File: config.mk
export PLATFORM = sky130hd
export DESIGN_NAME = vidTimingGen
export DESIGN_NICKNAME = d
export VERILOG_FILES = /design/src/rtl/vtgPkg.sv /design/src/rtl/vtgDatapath.sv /design/src/rtl/vtgControl.sv /design/src/rtl/vidTimingGen.sv
export SDC_FILE = /design/constraint.sdc
export NUM_CORES = 1
export LEC_CHECK = 0
export ABC_CLOCK_PERIOD_IN_PS = 9500
export BUFFER_PORTS_ARGS = -buffer_cell sky130_fd_sc_hd__buf_2
export CORE_MARGIN = 5
export CORE_UTILIZATION = 45
export CTS_CLUSTER_SIZE = 16
export DETAILED_ROUTE_END_ITERATION = 8
export PLACE_DENSITY_LB_ADDON = 0.05
export REMOVE_ABC_BUFFERS = 1
export SLEW_MARGIN = 10
export SYNTH_ARGS = -nofsm -noshare
export SYNTH_HDL_FRONTEND = slang
export SYNTH_HIERARCHICAL = 1
export SYNTH_SLANG_ARGS = --single-unit
File: constraint.sdc
create_clock -name clk -period 9.5 [get_ports clk]
set_input_delay 1.9 -clock clk [delete_from_list [all_inputs] [get_ports clk]]
set_output_delay 1.9 -clock clk [all_outputs]
set_load 0.01 [all_outputs]
File: src/rtl/vtgPkg.sv
package vtgPkg;
  typedef enum logic [1:0] {
    PH_SYNC  = 2'd0,
    PH_BACK  = 2'd1,
    PH_ACT   = 2'd2,
    PH_FRONT = 2'd3
  } phase_t;

  // control -> datapath strobes
  typedef struct packed {
    logic launch;  // load shadows and restart counters at this edge
    logic run;     // counters advance, outputs valid
  } vtgStrobe_t;

  localparam logic [2:0] ADDR_CTRL   = 3'd0;
  localparam logic [2:0] ADDR_HA     = 3'd1;
  localparam logic [2:0] ADDR_HB     = 3'd2;
  localparam logic [2:0] ADDR_VODD_A = 3'd3;
  localparam logic [2:0] ADDR_VODD_B = 3'd4;
  localparam logic [2:0] ADDR_VEVN_A = 3'd5;
  localparam logic [2:0] ADDR_VEVN_B = 3'd6;
  localparam logic [2:0] ADDR_STAT   = 3'd7;
endpackage

File: src/rtl/vtgDatapath.sv
module vtgDatapath
  import vtgPkg::*;
#(
  parameter int CNT_W = 12
) (
  input  logic                   clk,
  input  logic                   rstN,
  input  vtgStrobe_t             ctl,
  input  logic [3:0][CNT_W-1:0]  hCfg,
  input  logic [3:0][CNT_W-1:0]  vCfg,
  output logic                   hSync,
  output logic                   vSync,
  output logic                   activeVideo,
  output logic                   frameEnd,
  output logic                   vfpEntry
);
  logic [3:0][CNT_W-1:0] hLen, vLen;
  logic [CNT_W-1:0] hCnt, vCnt;
  phase_t hPh, vPh, hNext, vNext;
  logic lineEnd;

  function automatic logic [CNT_W-1:0] lenLoad(input logic [CNT_W-1:0] v);
    return (v == '0) ? '0 : v - CNT_W'(1);
  endfunction

  assign hNext   = phase_t'(hPh + 2'd1);
  assign vNext   = phase_t'(vPh + 2'd1);
  assign lineEnd = ctl.run && hPh == PH_FRONT && hCnt == '0;
  assign frameEnd = lineEnd && vPh == PH_FRONT && vCnt == '0;
  assign vfpEntry = lineEnd && vPh == PH_ACT && vCnt == '0;

  assign hSync       = ctl.run && hPh == PH_SYNC;
  assign vSync       = ctl.run && vPh == PH_SYNC;
  assign activeVideo = ctl.run && hPh == PH_ACT && vPh == PH_ACT;

  always_ff @(posedge clk) begin
    if (!rstN) begin
      hLen <= '0;
      vLen <= '0;
      hPh  <= PH_SYNC;
      vPh  <= PH_SYNC;
      hCnt <= '0;
      vCnt <= '0;
    end else if (ctl.launch) begin
      hLen <= hCfg;
      vLen <= vCfg;
      hPh  <= PH_SYNC;
      vPh  <= PH_SYNC;
      hCnt <= lenLoad(hCfg[PH_SYNC]);
      vCnt <= lenLoad(vCfg[PH_SYNC]);
    end else if (ctl.run) begin
      if (hCnt == '0) begin
        hPh  <= hNext;
        hCnt <= lenLoad(hLen[hNext]);
      end else begin
        hCnt <= hCnt - CNT_W'(1);
      end
      if (lineEnd) begin
        if (vCnt == '0) begin
          vPh  <= vNext;
          vCnt <= lenLoad(vLen[vNext]);
        end else begin
          vCnt <= vCnt - CNT_W'(1);
        end
      end
    end
  end

  // after the last pixel a frame either restarts in sync or output stops
  assert_frame_wrap_R4: assert property (@(posedge clk) disable iff (!rstN)
    frameEnd |=> (!ctl.run || (hSync && vSync)));

  // the vertical phase only moves at the end of a line
  assert_vphase_at_line_end_R2: assert property (@(posedge clk) disable iff (!rstN)
    (ctl.run && !ctl.launch && !lineEnd) |=> $stable(vPh));
endmodule

File: src/rtl/vtgControl.sv
module vtgControl
  import vtgPkg::*;
#(
  parameter int CNT_W = 12,
  parameter int DATA_W = 32
) (
  input  logic                   clk,
  input  logic                   rstN,
  input  logic                   regWr,
  input  logic [2:0]             regAddr,
  input  logic [DATA_W-1:0]      regWData,
  output logic [DATA_W-1:0]      regRData,
  input  logic                   frameEnd,
  input  logic                   vfpEntry,
  output vtgStrobe_t             ctl,
  output logic [3:0][CNT_W-1:0]  hCfg,
  output logic [3:0][CNT_W-1:0]  vCfg,
  output logic                   frameStart,
  output logic                   fieldId,
  output logic                   irq
);
  localparam int HI_LSB = 16;

  logic enReq, contMode, ilace, irqEn, irqStat;
  logic running, fieldQ, vstartQ;
  logic [3:0][CNT_W-1:0] hReg, vOdd, vEvn;
  logic launch, stopNow, nextField, wrStat;
  logic unusedBits;

  assign unusedBits = ^regWData;
  assign launch    = enReq && (!running || (frameEnd && contMode));
  assign stopNow   = running && frameEnd && !(enReq && contMode);
  assign nextField = running ? (ilace & ~fieldQ) : 1'b0;
  assign wrStat    = regWr && regAddr == ADDR_STAT;

  assign ctl.launch = launch;
  assign ctl.run    = running;
  assign hCfg       = hReg;
  assign vCfg       = nextField ? vEvn : vOdd;
  assign frameStart = vstartQ;
  assign fieldId    = fieldQ;
  assign irq        = irqStat & irqEn;

  always_ff @(posedge clk) begin
    if (!rstN) begin
      enReq <= 1'b0; contMode <= 1'b0; ilace <= 1'b0; irqEn <= 1'b0;
      irqStat <= 1'b0; running <= 1'b0; fieldQ <= 1'b0; vstartQ <= 1'b0;
      hReg <= '0; vOdd <= '0; vEvn <= '0;
    end else begin
      vstartQ <= launch;
      if (launch) begin
        running <= 1'b1;
        fieldQ  <= nextField;
      end else if (stopNow) begin
        running <= 1'b0;
        if (!contMode) enReq <= 1'b0;
      end
      irqStat <= (irqStat & ~(wrStat & regWData[0])) | vfpEntry;
      if (regWr) begin
        case (regAddr)
          ADDR_CTRL: begin
            enReq    <= regWData[0];
            contMode <= regWData[1];
            ilace    <= regWData[2];
            irqEn    <= regWData[3];
          end
          ADDR_HA: begin
            hReg[PH_BACK] <= regWData[CNT_W-1:0];
            hReg[PH_SYNC] <= regWData[HI_LSB+:CNT_W];
          end
          ADDR_HB: begin
            hReg[PH_FRONT] <= regWData[CNT_W-1:0];
            hReg[PH_ACT]   <= regWData[HI_LSB+:CNT_W];
          end
          ADDR_VODD_A: begin
            vOdd[PH_BACK] <= regWData[CNT_W-1:0];
            vOdd[PH_SYNC] <= regWData[HI_LSB+:CNT_W];
          end
          ADDR_VODD_B: begin
            vOdd[PH_FRONT] <= regWData[CNT_W-1:0];
            vOdd[PH_ACT]   <= regWData[HI_LSB+:CNT_W];
          end
          ADDR_VEVN_A: begin
            vEvn[PH_BACK] <= regWData[CNT_W-1:0];
            vEvn[PH_SYNC] <= regWData[HI_LSB+:CNT_W];
          end
          ADDR_VEVN_B: begin
            vEvn[PH_FRONT] <= regWData[CNT_W-1:0];
            vEvn[PH_ACT]   <= regWData[HI_LSB+:CNT_W];
          end
          default: ;
        endcase
      end
    end
  end

  always_comb begin
    regRData = '0;
    case (regAddr)
      ADDR_CTRL:   regRData[3:0] = {irqEn, ilace, contMode, enReq | running};
      ADDR_HA:     begin regRData[CNT_W-1:0] = hReg[PH_BACK];  regRData[HI_LSB+:CNT_W] = hReg[PH_SYNC]; end
      ADDR_HB:     begin regRData[CNT_W-1:0] = hReg[PH_FRONT]; regRData[HI_LSB+:CNT_W] = hReg[PH_ACT];  end
      ADDR_VODD_A: begin regRData[CNT_W-1:0] = vOdd[PH_BACK];  regRData[HI_LSB+:CNT_W] = vOdd[PH_SYNC]; end
      ADDR_VODD_B: begin regRData[CNT_W-1:0] = vOdd[PH_FRONT]; regRData[HI_LSB+:CNT_W] = vOdd[PH_ACT];  end
      ADDR_VEVN_A: begin regRData[CNT_W-1:0] = vEvn[PH_BACK];  regRData[HI_LSB+:CNT_W] = vEvn[PH_SYNC]; end
      ADDR_VEVN_B: begin regRData[CNT_W-1:0] = vEvn[PH_FRONT]; regRData[HI_LSB+:CNT_W] = vEvn[PH_ACT];  end
      default:     regRData[0] = irqStat;
    endcase
  end

  // output only stops at the end of a frame
  assert_stop_at_frame_end_R6: assert property (@(posedge clk) disable iff (!rstN)
    $fell(running) |-> $past(frameEnd));

  // the field indicator only changes together with a frame start
  assert_field_at_start_R7: assert property (@(posedge clk) disable iff (!rstN)
    !$stable(fieldQ) |-> vstartQ);

  // the status flag is raised only by the front porch entry
  assert_irq_source_R8: assert property (@(posedge clk) disable iff (!rstN)
    $rose(irqStat) |-> $past(vfpEntry));

  // a frame start pulse only occurs while video runs
  assert_start_while_running_R4: assert property (@(posedge clk) disable iff (!rstN)
    vstartQ |-> running);
endmodule

File: src/rtl/vidTimingGen.sv
module vidTimingGen
  import vtgPkg::*;
#(
  parameter int CNT_W = 12
) (
  input  logic        clk,
  input  logic        rstN,
  input  logic        regWr,
  input  logic [2:0]  regAddr,
  input  logic [31:0] regWData,
  output logic [31:0] regRData,
  output logic        hSync,
  output logic        vSync,
  output logic        activeVideo,
  output logic        frameStart,
  output logic        fieldId,
  output logic        irq
);
  vtgStrobe_t ctl;
  logic [3:0][CNT_W-1:0] hCfg, vCfg;
  logic frameEnd, vfpEntry;

  vtgControl #(.CNT_W(CNT_W), .DATA_W(32)) uCtl (
    .clk, .rstN, .regWr, .regAddr, .regWData, .regRData,
    .frameEnd, .vfpEntry, .ctl, .hCfg, .vCfg,
    .frameStart, .fieldId, .irq
  );

  vtgDatapath #(.CNT_W(CNT_W)) uDp (
    .clk, .rstN, .ctl, .hCfg, .vCfg,
    .hSync, .vSync, .activeVideo, .frameEnd, .vfpEntry
  );
endmodule

==> impl_metrics.toml <==
[clock_tree]
post_cts_buffers = 0
clkLatencyLatePin_ps = 510
htreeDepth = 2
cts_resized = 0
ctsHoldBuffers = 0
path_clk_slew_ps = 60
cts_inserted_buffers = 34
cts.sinks = 276
cts-root-buf = "clkbuf_16"
clock_path_buffers = 3
cts_tree = "done"

[power_and_ir_drop]
switchingPower_uw = 688
ir_worst_vdd_v = 0.000132
powerDensity_nw_per_um2 = 173
power.total_mw = 2.72
swShare_pct = 25.3
power.share.clock_pct = 47.2
leakage_nw = 5.79
p_int_mw = 2.03
comb_power_share_pct = 8.9
seqPwrFrac_pct = 43.9

[layout]
final_cells = 2067
drive_gt1_share_pct = 16.8
final_common_cell = "nand2_1"
final_util_pct = 49.9
final_net_count = 1698
layout_common_cells = "nand2_1, dfxtp_1, a21oi_1"
syn_to_final_growth_pct = 9.47
antenna_cells = 0

[placed_design]
gp_congestion = 0.886
dp_cells = 2008
place_ws_ps = 3290
numPortBuffers = 59
hpwl_mm = 30.2

[global_routing]
grt_pass1_wl_mm = 69.3
grt_max_degree = 105
grt_overflow = 0
grt_pass1_vias = 11494
antenna_found_initial = 1
grt_usage_pct = 24.5

[flow_run]
maxCapViolations = 0

[drt]
wire_per_inst_um = 21.7
wirelength_mm = 44.8
via_count = 12169
via_per_inst = 5.89
drt_first_pass_iters = 8
drcViolationCount = 0
drtIter0Drc = 1011
ant_nets = 0

[timing]
period_needed_ps = 6310
finalHoldViolCount = 0
fin_ws_ps = 3190
finalSetupViolations = 0
worstMarginPinSlew_ps = 1200
rsz0062_at_grt = "false"
min_period_over_period_pct = 66.4
fin_skew_ps = 24.3
fmax_mhz = 158
finalMaxSlewViolations = 0
whs_ps = 464
slew_headroom_pct = 19.8

[synthesis]
syn_avg_cell_area_um2 = 8.70
ys_top_cells_by_area = "dfxtp_1, nand2_1, mux2i_1"
async_flop_share_pct = 0
ys.flop_type = "dfxtp_1"
synth_area_um2 = 14400
seq_area_frac_synth_pct = 38.4
netlist_instances = 1653
ys_types = 83
yosys_warnings = 6
yosysTopAreaCellShare_pct = 38.4
yosysTopAreaCell = "dfxtp_1"
synth_edf_count = 0
ys_seq_elements = 276

[floorplanning]
io_pins = 76
die_h_um = 189
die_x_um = 189
dieArea_um2 = 35600
floorplan.initialDensity_pct = 45.6
num_rows = 65
core_area_um2 = 31600

[setup_path]
critPathMaxFanout = 26
cp_common_cell = "buf_2"
path_cells = "buf_2 > buf_4 > nor2b_1 > a22oi_1 > o221ai_1 > buf_2"
critPathLaunchType = "primary input"
worst_path_max_delay_cell = "nor2b_1"
end_kind = "output port"
reg2reg_depth = 12
criticalPathCategory = "in2out"
cpPeakStageDelay_ps = 850
cp.arrival_ps = 4410
required_ps = 7600

[outcome]
status = "complete, no violations"

[min_path]
min_path_cells = 2
hold_class = "reg2reg"
-- power groups by stage --
| stage | Clock, mW | Sequential, mW | Combinational [mW] |
|---|---|---|---|
| 2_1_floorplan | 0 | 1.21 | 0.147 |
| 3_3_place_gp | 0 | 1.22 | 0.237 |
| 3_5_place_dp | 0 | 1.22 | 0.239 |
| 4_1_cts | 1.31 | 1.19 | 0.240 |
| 5_1_grt | 1.36 | 1.19 | 0.263 |
| 6_report | 1.28 | 1.19 | 0.242 |
-- critical path: cells and delay by family --
family                 cells  cell delay, ps
AO/OA/AOI/OAI              2             590
AND/OR/NAND/NOR            1             850
buffers and inverters      3            1060
-- registers in the layout, indices dropped and copies added (netlist names), 2 cells and up --
name       cells
uDp/vLen      48
uDp/hLen      48
uDp/hPh        2
uCtl/hCfg     48
uDp/vPh        2
uCtl/vEvn     48
uDp/vCnt      12
uDp/hCnt      12
uCtl/vOdd     48
-- layout make-up --
cell class	count	area, µm²
Fill cell	3068	15800
Multi-Input combinational cell	1220	8040
Clock buffer	47	981
Inverter	29	113
Tap cell	402	503
Clock inverter	12	120
Timing Repair Buffer	81	460
Sequential cell	276	5530
-- worst paths after layout --
| kind | from | endpoint | slack [ps] |
|---|---|---|---|
| worst max-delay path | regAddr[2] | regRData[25] | 3190 |
| worst min-delay path | uCtl/vOdd[34]$_SDFFE_PN0P_ | uCtl/vOdd[34]$_SDFFE_PN0P_ | 460 |
| worst max register to register | uDp/hCnt[3]$_SDFFE_PN0P_ | uDp/hCnt[5]$_SDFFE_PN0P_ | 4180 |
| worst min register to register | uCtl/vOdd[34]$_SDFFE_PN0P_ | uCtl/vOdd[34]$_SDFFE_PN0P_ | 460 |
-- cell usage after synthesis (6+ instances only) --
cell type	count
o211ai_1	6
nor3_1	21
ha_1	18
o21ai_0	29
nand3_1	11
a221oi_1	13
o31ai_1	6
buf_2	32
mux2i_1	107
nand2b_1	7
buf_1	6
and3_1	6
buf_6	12
a31oi_1	6
or3_1	6
or4_1	8
clkbuf_1	58
a22oi_1	23
xnor2_1	18
a21oi_1	178
nand2_1	331
nor4_1	9
mux2_2	92
xor2_1	21
o221ai_1	11
nor2_1	151
inv_1	26
mux4_2	25
buf_4	26
dfxtp_1	276
-- logic make-up after synthesis --
| kind of cell | Yosys count | synth area share, % |
|---|---|---|
| AOI/OAI and AO/OA | 320 | 13.9 |
| xor gates and xnor gates | 39 | 2.38 |
| adders and majority gates | 18 | 1.57 |
| buffers and inverters | 164 | 5.94 |
| DFF | 276 | 38.4 |
| muxes | 227 | 19.0 |
| other | 1 | 0.0261 |
| and+or+nand+nor | 608 | 18.8 |
-- through the flow --
step,instance area [µm²],TNS (ps)
after floorplan,13700,-26220
after global routing,15700,0
after detailed placement,14600,0
after global placement,14600,0
final,15700,0
after CTS,15700,0
-- per-layer routing --
metal,up-vias,global-route usage [%],wire (µm)
li1,5777,-,-
met4,2,7.90,1440
met3,76,3.13,2850
met1,5879,34.7,20200
met5,-,0,13
met2,435,39.0,20300
Power figures use the tool's default switching activity.
